`config.mk`:
```
export PLATFORM = sky130hd
export DESIGN_NAME = blk_byte_packer
export DESIGN_NICKNAME = d
export VERILOG_FILES = /design/src/rtl/bpk_pkg.sv /design/src/rtl/bpk_down_ctr.sv /design/src/rtl/bpk_counters.sv /design/src/rtl/bpk_lane.sv /design/src/rtl/blk_byte_packer.sv
export SDC_FILE = /design/constraint.sdc
export NUM_CORES = 1
export LEC_CHECK = 0
export ABC_CLOCK_PERIOD_IN_PS = 3060
export CAP_MARGIN = 20
export CORE_MARGIN = 10
export CORE_UTILIZATION = 48
export DETAILED_ROUTE_END_ITERATION = 6
export HOLD_SLACK_MARGIN = 0.02
export PLACE_DENSITY = 0.88
export SYNTH_ARGS = -nofsm -noshare
export SYNTH_HDL_FRONTEND = slang
export SYNTH_SLANG_ARGS = --single-unit
```
`constraint.sdc`:
```
create_clock -name clk -period 3.06 [get_ports clk]
set_clock_uncertainty 0.05 [all_clocks]
set_input_delay 0.612 -clock clk [delete_from_list [all_inputs] [get_ports clk]]
set_output_delay 0.612 -clock clk [all_outputs]
set_load 0.1 [all_outputs]
```
`src/rtl/bpk_pkg.sv`:
```
package bpk_pkg;

    localparam int LEN_W = 11;
    localparam int CTR_W = LEN_W + 1;
    localparam int LVL_W = 5;
    localparam int OCC_W = LVL_W + 1;
    localparam int BYTE_W = 8;
    localparam int ENTRY_W = 2 * BYTE_W;

    typedef enum logic {
        DIR_TX = 1'b0,
        DIR_RX = 1'b1
    } xfer_dir_t;

    typedef enum logic {
        PH_LO = 1'b0,
        PH_HI = 1'b1
    } pack_phase_t;

    typedef struct packed {
        logic [CTR_W-1:0] blk_len;
        logic [CTR_W-1:0] blk_cnt;
    } xfer_cfg_t;

    typedef struct packed {
        logic                rd_req;
        logic                wr_req;
        logic [BYTE_W-1:0]   wr_byte;
        logic                push;
        logic                pop;
        logic [ENTRY_W-1:0]  entry;
    } lane_out_t;

    function automatic logic [CTR_W-1:0] widen_plus_one(input logic [LEN_W-1:0] v);
        return {1'b0, v} + CTR_W'(1);
    endfunction

endpackage

```
`src/rtl/bpk_down_ctr.sv`:
```
module bpk_down_ctr #(
    parameter int W = 12
) (
    input  logic         clk,
    input  logic         rst,
    input  logic         load,
    input  logic [W-1:0] load_val,
    input  logic         dec,
    output logic [W-1:0] value,
    output logic         at_one
);
    always_ff @(posedge clk) begin
        if (rst) begin
            value <= W'(1);
        end else if (load) begin
            value <= load_val;
        end else if (dec) begin
            value <= value - W'(1);
        end
    end

    assign at_one = (value == W'(1));
endmodule

```
`src/rtl/bpk_counters.sv`:
```
module bpk_counters
    import bpk_pkg::*;
(
    input  logic             clk,
    input  logic             rst,
    input  logic             start,
    input  logic             abort,
    input  logic             len_wr,
    input  logic [LEN_W-1:0] len_val,
    input  logic             cnt_wr,
    input  logic [LEN_W-1:0] cnt_val,
    input  logic             byte_acc,
    output logic             last_byte,
    output logic [CTR_W-1:0] bytes_left,
    output logic [CTR_W-1:0] blocks_left,
    output logic             active,
    output logic             done
);
    localparam int NCTR = 2;
    localparam int IDX_BYTE = 0;
    localparam int IDX_BLK = 1;

    xfer_cfg_t        cfg_q;
    logic [CTR_W-1:0] len_new, cnt_new;
    logic             idle_wr_ok;

    logic [NCTR-1:0]  c_load, c_dec, c_one;
    logic [CTR_W-1:0] c_val  [NCTR];
    logic [CTR_W-1:0] c_ldv  [NCTR];

    assign len_new    = widen_plus_one(len_val);
    assign cnt_new    = widen_plus_one(cnt_val);
    assign idle_wr_ok = !active && !abort && !start;

    for (genvar g = 0; g < NCTR; g++) begin : g_ctr
        bpk_down_ctr #(.W(CTR_W)) u_ctr (
            .clk      (clk),
            .rst      (rst),
            .load     (c_load[g]),
            .load_val (c_ldv[g]),
            .dec      (c_dec[g]),
            .value    (c_val[g]),
            .at_one   (c_one[g])
        );
    end

    always_comb begin
        c_load = '0;
        c_dec  = '0;
        c_ldv[IDX_BYTE] = cfg_q.blk_len;
        c_ldv[IDX_BLK]  = cfg_q.blk_cnt;
        if (abort || start) begin
            c_load = '1;
        end else if (active) begin
            if (byte_acc) begin
                if (c_one[IDX_BYTE]) begin
                    c_load[IDX_BYTE] = 1'b1;
                    if (c_one[IDX_BLK]) c_load[IDX_BLK] = 1'b1;
                    else                c_dec[IDX_BLK]  = 1'b1;
                end else begin
                    c_dec[IDX_BYTE] = 1'b1;
                end
            end
        end else begin
            if (len_wr) begin
                c_load[IDX_BYTE] = 1'b1;
                c_ldv[IDX_BYTE]  = len_new;
            end
            if (cnt_wr) begin
                c_load[IDX_BLK]  = 1'b1;
                c_ldv[IDX_BLK]   = cnt_new;
                c_load[IDX_BYTE] = 1'b1;
                c_ldv[IDX_BYTE]  = len_wr ? len_new : cfg_q.blk_len;
            end
        end
    end

    always_ff @(posedge clk) begin
        if (rst) begin
            cfg_q.blk_len <= CTR_W'(1);
            cfg_q.blk_cnt <= CTR_W'(1);
            active        <= 1'b0;
            done          <= 1'b0;
        end else begin
            done <= 1'b0;
            if (idle_wr_ok && len_wr) cfg_q.blk_len <= len_new;
            if (idle_wr_ok && cnt_wr) cfg_q.blk_cnt <= cnt_new;
            if (abort) begin
                active <= 1'b0;
            end else if (start) begin
                active <= 1'b1;
            end else if (active && byte_acc && c_one[IDX_BYTE] && c_one[IDX_BLK]) begin
                active <= 1'b0;
                done   <= 1'b1;
            end
        end
    end

    assign last_byte   = c_one[IDX_BYTE];
    assign bytes_left  = c_val[IDX_BYTE];
    assign blocks_left = c_val[IDX_BLK];
endmodule

```
`src/rtl/bpk_lane.sv`:
```
module bpk_lane
    import bpk_pkg::*;
(
    input  logic               clk,
    input  logic               rst,
    input  logic               start,
    input  logic               abort,
    input  logic               start_dir,
    input  logic               active,
    input  logic               last_byte,
    input  logic [LVL_W-1:0]   af_level,
    input  logic [OCC_W-1:0]   buf_count,
    input  logic [ENTRY_W-1:0] buf_rdata,
    input  logic               card_rdy,
    input  logic [BYTE_W-1:0]  card_rd_data,
    output lane_out_t          lo,
    output logic               byte_acc
);
    pack_phase_t       phase_q;
    xfer_dir_t         dir_q;
    logic [BYTE_W-1:0] hold_q;
    logic              room_ok, want, entry_close;

    always_comb begin
        if (dir_q == DIR_RX) room_ok = (buf_count <= OCC_W'(af_level));
        else                 room_ok = (buf_count != '0);
    end

    assign want        = active && ((phase_q == PH_HI) || room_ok);
    assign byte_acc    = want && card_rdy;
    assign entry_close = byte_acc && ((phase_q == PH_HI) || last_byte);

    always_comb begin
        lo.rd_req  = want && (dir_q == DIR_RX);
        lo.wr_req  = want && (dir_q == DIR_TX);
        lo.wr_byte = (phase_q == PH_HI) ? buf_rdata[ENTRY_W-1:BYTE_W]
                                        : buf_rdata[BYTE_W-1:0];
        lo.push    = entry_close && (dir_q == DIR_RX);
        lo.pop     = entry_close && (dir_q == DIR_TX);
        lo.entry   = (phase_q == PH_HI) ? {card_rd_data, hold_q}
                                        : {{BYTE_W{1'b0}}, card_rd_data};
    end

    always_ff @(posedge clk) begin
        if (rst) begin
            phase_q <= PH_LO;
            dir_q   <= DIR_TX;
            hold_q  <= '0;
        end else if (abort) begin
            phase_q <= PH_LO;
        end else if (start) begin
            phase_q <= PH_LO;
            dir_q   <= xfer_dir_t'(start_dir);
        end else if (byte_acc) begin
            if (phase_q == PH_LO) hold_q <= card_rd_data;
            phase_q <= entry_close ? PH_LO : PH_HI;
        end
    end
endmodule

```
`src/rtl/blk_byte_packer.sv`:
```
module blk_byte_packer
    import bpk_pkg::*;
(
    input  logic               clk,
    input  logic               rst,
    input  logic               enable,
    input  logic               cmd_start,
    input  logic               cmd_dir,
    input  logic               len_wr,
    input  logic [LEN_W-1:0]   len_val,
    input  logic               cnt_wr,
    input  logic [LEN_W-1:0]   cnt_val,
    input  logic [LVL_W-1:0]   af_level,
    input  logic [OCC_W-1:0]   buf_count,
    input  logic [ENTRY_W-1:0] buf_rdata,
    output logic               buf_push,
    output logic [ENTRY_W-1:0] buf_wdata,
    output logic               buf_pop,
    input  logic               card_rdy,
    input  logic [BYTE_W-1:0]  card_rd_data,
    output logic               card_rd_req,
    output logic               card_wr_req,
    output logic [BYTE_W-1:0]  card_wr_data,
    output logic [CTR_W-1:0]   bytes_left,
    output logic [CTR_W-1:0]   blocks_left,
    output logic               xfer_active,
    output logic               xfer_done
);
    logic      abort, start, byte_acc, last_byte;
    lane_out_t lane;

    assign abort = !enable;
    assign start = cmd_start && enable;

    bpk_counters u_ctrs (
        .clk         (clk),
        .rst         (rst),
        .start       (start),
        .abort       (abort),
        .len_wr      (len_wr),
        .len_val     (len_val),
        .cnt_wr      (cnt_wr),
        .cnt_val     (cnt_val),
        .byte_acc    (byte_acc),
        .last_byte   (last_byte),
        .bytes_left  (bytes_left),
        .blocks_left (blocks_left),
        .active      (xfer_active),
        .done        (xfer_done)
    );

    bpk_lane u_lane (
        .clk          (clk),
        .rst          (rst),
        .start        (start),
        .abort        (abort),
        .start_dir    (cmd_dir),
        .active       (xfer_active),
        .last_byte    (last_byte),
        .af_level     (af_level),
        .buf_count    (buf_count),
        .buf_rdata    (buf_rdata),
        .card_rdy     (card_rdy),
        .card_rd_data (card_rd_data),
        .lo           (lane),
        .byte_acc     (byte_acc)
    );

    assign card_rd_req  = lane.rd_req;
    assign card_wr_req  = lane.wr_req;
    assign card_wr_data = lane.wr_byte;
    assign buf_push     = lane.push;
    assign buf_pop      = lane.pop;
    assign buf_wdata    = lane.entry;
endmodule

```
* Word-level counts from Yosys, hierarchy flattened
Index checks and enable logic that the tools add are counted.
** Operators by class
- $lt $le $gt $ge :: 1
- Bitwise operators :: 4
- Add/subtract/negate cells :: 4
- Equal/unequal tests :: 2
- Reductions and logical operators :: 29
- Muxes and demuxes :: 28
** Operators by type and width (number)
- $mux W12 :: 6
- $mux W24 :: 2
- $add A11 B1 Y12 const B :: 2
- $eq A12 B1 Y1 const B :: 2
- $sub A12 B1 Y12 const B :: 2
- $mux W16 :: 1
- $mux W2 :: 8
- $logic_and A1 B1 Y1 :: 15
- $mux W1 :: 10
- $mux W8 :: 1
- $le A6 B5 Y1 :: 1
- $reduce_bool A2 Y1 :: 3
- $reduce_bool A6 Y1 :: 1
- $not A1 Y1 :: 4
- $reduce_and A4 Y1 :: 1
- $logic_not A1 Y1 :: 3
- $logic_or A1 B1 Y1 :: 3
- $reduce_or A3 Y1 :: 1
- $reduce_and A2 Y1 :: 1
- $reduce_or A2 Y1 :: 1
** Storage, ports and cells
- Register bits after elaboration :: 60
- Output and inout port bits :: 54
- Logic and storage cells :: 77
- Bits of input ports :: 65

* Logic depth before layout (Yosys ltp)
- Depth in word-level cells :: 10
- Depth in mapped cells :: 9
- Gate-level depth less buffers :: 8

* Modules after synthesis
A second synthesis with hierarchy kept.
** Unflattened totals
- Cells, all modules :: 451
- Area total of the unflattened synthesis :: 3741.1 µm²
** Modules (own cells, without submodules)
- bpk_counters :: sequential area each 520.5 µm², area each 1413.9 µm², times used 1, cells each 177
- bpk_down_ctr :: sequential area each 240.2 µm², area each 701.9 µm², times used 2, cells each 84
- bpk_lane :: sequential area each 200.2 µm², area each 913.4 µm², times used 1, cells each 104
- blk_byte_packer :: sequential area each 0.0 µm², area each 10.0 µm², times used 1, cells each 2

* Least setup slack after synthesis
No wires, ideal clock.
- Kind :: register to output
- Start point :: register u_ctrs.g_ctr[0].u_ctr.value[0]
- End point :: output port buf_pop
- Data arrival time :: 5057 ps
- Setup slack :: -2659 ps
- Cell stages (with the launch flop) :: 7
- Data required time :: 2398 ps
- Path through :: dfxtp_1 > ha_1 > nor4b_2 > and4_1 > clkbuf_1 > a21oi_1 > nor4bb_1
** Between the ends
- Word-level cells in the longest chain between the ends :: 4
** RTL lines
- start: declaration :: RTL line bpk_down_ctr.sv:9 : output logic [W-1:0] value,
- start signal: assignment :: RTL line bpk_down_ctr.sv:16 : value <= load_val;
- start signal: assignment :: RTL line bpk_down_ctr.sv:18 : value <= value - W'(1);
- $eq A12 B1 Y1 :: RTL line bpk_down_ctr.sv:22 : assign at_one = (value == W'(1));
- $logic_or A1 B1 Y1 :: RTL line bpk_lane.sv:31 : assign entry_close = byte_acc && ((phase_q == PH_HI) || last_byte);
- $logic_and A1 B1 Y1 :: RTL line bpk_lane.sv:31
- $logic_and A1 B1 Y1 :: RTL line bpk_lane.sv:39 : lo.pop = entry_close && (dir_q == DIR_TX);
- end: declaration :: RTL line blk_byte_packer.sv:18 : output logic buf_pop,
No other way between the ends.

* Worst setup path in the final report
- Start point :: input port af_level[2]
- End point :: output port buf_push
** Between the ends
- Word-level cells in the longest chain between the ends :: 7
** RTL lines
- start: declaration :: RTL line blk_byte_packer.sv:13 : input logic [LVL_W-1:0] af_level,
- $le A6 B5 Y1 :: RTL line bpk_lane.sv:25 : if (dir_q == DIR_RX) room_ok = (buf_count <= OCC_W'(af_level));
- $mux W1 :: RTL line bpk_lane.sv:25
- $logic_or A1 B1 Y1 :: RTL line bpk_lane.sv:29 : assign want = active && ((phase_q == PH_HI) || room_ok);
- $logic_and A1 B1 Y1 :: RTL line bpk_lane.sv:29
- $logic_and A1 B1 Y1 :: RTL line bpk_lane.sv:30 : assign byte_acc = want && card_rdy;
- $logic_and A1 B1 Y1 :: RTL line bpk_lane.sv:31
- $logic_and A1 B1 Y1 :: RTL line bpk_lane.sv:38 : lo.push = entry_close && (dir_q == DIR_RX);
- end: declaration :: RTL line blk_byte_packer.sv:16 : output logic buf_push,
No other way between the ends.

==> impl_metrics.ini <==
[floorplan]
ioPinCount = 119
dieArea_um2 = 12040
die_h_um = 109.7
std_cell_rows = 32
core-area_um2 = 7767
start_util = 0.4976
fp.dieW_um = 109.7

[global_routing]
grt_overflow_total = 0
grt_max_degree = 45
grt_first_pass_wirelength_um = 21150
track_usage = 0.2200
grt_pass1_vias = 4170
antenna_found_initial = 0

[pwr]
ir_drop_mv = 0.2795
powerDensity_nw_per_um2 = 404.8
leakage_uw = 0.002307

[hold_path]
hold_class = flip-flop to flip-flop
holdPathStages = 2

[clock_network]
root_buffer = clkbuf_8
clockBufferDepth = 2
cts_htree_levels = 3
clk_pin_slew_ns = 0.07
clk_latency_ns = 0.35
hold_buffers = 0
clkSinkCount = 60
cts_tree = yes
cts_buffers = 9

[synthesis]
synth_top_area_share = 0.3108
synth.distinct_cells = 59
synthFlopType = dfxtp_1
synth.cell_area_um2 = 3865
synthCells = 488
syn_area_per_cell_um2 = 7.920
ys_ff_latch = 60
synthTopCellsByArea = dfxtp_1 (31%), nor2_1 (5.2%), mux2_2 (4.7%), nand2_1 (4.4%), a21oi_1 (3.6%)
async_flop_share = 0
yosys.area.top_type = dfxtp_1
seq_area_frac_synth = 0.3108
ys_warn_count = 0
synth-edff-count = 0
syn_nets = 564

[critical_path]
worstSetupPathType = input port to output pin
start_kind = input port
crit_path_end_kind = output pin
cp.arrival_ns = 2.36
reg2reg_depth = 8
cp_max_fo = 3
crit_required_ns = 2.40

[route]
drt_wl_total_um = 13560
drc = 0
final_antenna_net_count = 0
dr.pass1.iters = 5
viasPerCell = 5.866
num_vias = 4288
drtIter0Drc = 446
post_drt_wl_per_cell_um = 18.55

[timing]
max_freq_ghz = 0.3305
hold_ws_ns = 0.4346
finalCritPeriodShare = 0.9887
period_needed_ns = 3.025
worst_pin_slew_ns = 0.5552
final_max_slew_viol_count = 0
finalHoldViolCount = 0
setup_viol = 0
tns_ns = 0
max_slew_margin = 0.6274

[final_layout]
fillers = 573
finish.instance_area_um2 = 5872
nets = 700
drive_gt1_frac = 0.2496
syn2layout_area_growth_pct = 51.93
antennaDiodeCount = 0

[run]
drv_cap = 0

[placed_design]
gp_congestion = 0.9476
dpl.hpwl_um = 10390
port_buffers = 118
postPlaceCellArea_um2 = 5604

[status]
status = completed
[sequential cells by signal (all words and copies together) (netlist names)]
register,count
u_ctrs.done,1
u_lane.hold_q,8
u_lane.phase_q,1
u_ctrs.g_ctr.u_ctr.value,24
u_ctrs.cfg_q,24
u_lane.dir_q,1
u_ctrs.active,1
[kinds of logic after synthesis]
| kind of cell | Yosys count | share of synthesized area |
|---|---|---|
| AND/OR/NAND/NOR | 213 | 0.2910 |
| flip-flops | 60 | 0.3108 |
| buffers and inverters | 39 | 0.03917 |
| XOR/XNOR | 19 | 0.04306 |
| multiplexers | 29 | 0.08158 |
| adder cells (fa/ha/maj) | 11 | 0.03561 |
| AO/OA/AOI/OAI | 117 | 0.1988 |
[power by group]
part           switching (µW)  leakage (µW)  total [µW]  internal, µW
clock                     317      0.000107         735           418
sequential               35.3      0.000494         849           814
combinational             501       0.00171         793           292
total                     853       0.00231        2380          1520
[worst max-delay path, cell delays in order]
cell	delay, ns
clkdlybuf4s50_1	0.45
inv_1	0.05
ha_1	0.28
and4b_4	0.22
o21a_4	0.13
o211ai_4	0.18
nand2_2	0.10
nor2_4	0.15
buf_12	0.18
[synthesized netlist by cell type, types with 7 or more instances]
cell / instances
a221oi_1: 7
nor3_1: 12
inv_1: 14
dfxtp_1: 60
xor2_1: 13
nand2_1: 45
ha_1: 11
clkbuf_1: 19
a21oi_1: 28
o21ai_0: 24
a211oi_1: 7
and4_1: 7
and2_1: 22
mux2_2: 16
nand4_1: 11
nand3_1: 23
nor4_1: 7
nor2_1: 54
o211ai_1: 7
a31oi_1: 16
mux2i_1: 12
[final timing paths]
kind	end	slack (ns)	from
max	buf_push	0.03	af_level[2]
max reg2reg	u_ctrs.g_ctr[1].u_ctr.value[4]	0.59	u_ctrs.g_ctr[0].u_ctr.value[1]
min	u_ctrs.cfg_q[15]	0.43	u_ctrs.cfg_q[15]
min reg2reg	u_ctrs.cfg_q[15]	0.43	u_ctrs.cfg_q[15]
[what timing repair did]
| item | 4_1_cts | 5_1_grt |
|---|---|---|
| endpoints found under the setup margin | 2 | 2 |
| pin swaps | 1 | 9 |
| endpoints found under the hold margin | 0 | 0 |
| resized for setup | 3 | 6 |
| setup buffers | 1 | 1 |
[layout make-up]
class	instances	area, µm²	share of cell area
multi-input cells	389	2630	0.4479
repair buffers	150	1639	0.2791
flip-flops and latches	60	1221	0.2080
clock buffers	12	155.1	0.02642
well taps	102	127.6	0.02173
inverters	14	52.55	0.008950
clock inverters	4	46.29	0.007884
[through the flow]
stage | setup WS (ns) | total power, µW | util | std cells
2_1_floorplan | -0.1918 | 1351 | - | 488
6_report | 0.03459 | 2377 | 0.7560 | 731
3_3_place_gp | -0.2366 | 1624 | 0.7215 | 714
4_1_cts | 0.01361 | 2380 | 0.7505 | 730
5_1_grt | -0.008187 | 2483 | 0.7560 | 731
3_5_place_dp | -0.3623 | 1638 | 0.7215 | 714
[metal layers]
metal	track usage	wire (µm)	up-vias
met3	0.05149	1175	14
met2	0.3616	6282	219
met4	0.07900	191	0
met1	0.2750	5910	1979
met5	0	0	-
li1	-	-	2076
[cell usage in the layout (no fill, tap or decap), types with 8 or more instances in the layout]
| master | instances |
|---|---|
| and2_1 | 22 |
| nand3_1 | 23 |
| dfxtp_1 | 48 |
| nand4_1 | 11 |
| buf_4 | 58 |
| o21ai_0 | 23 |
| mux2i_1 | 12 |
| nor2_1 | 53 |
| clkbuf_8 | 11 |
| dfxtp_2 | 10 |
| mux2_2 | 16 |
| a31oi_1 | 15 |
| buf_12 | 28 |
| clkdlybuf4s50_1 | 63 |
| ha_1 | 8 |
| xor2_1 | 13 |
| nor3_1 | 12 |
| inv_1 | 13 |
| nand2_1 | 44 |
| a21oi_1 | 28 |
(Power assumes the default switching activity.)
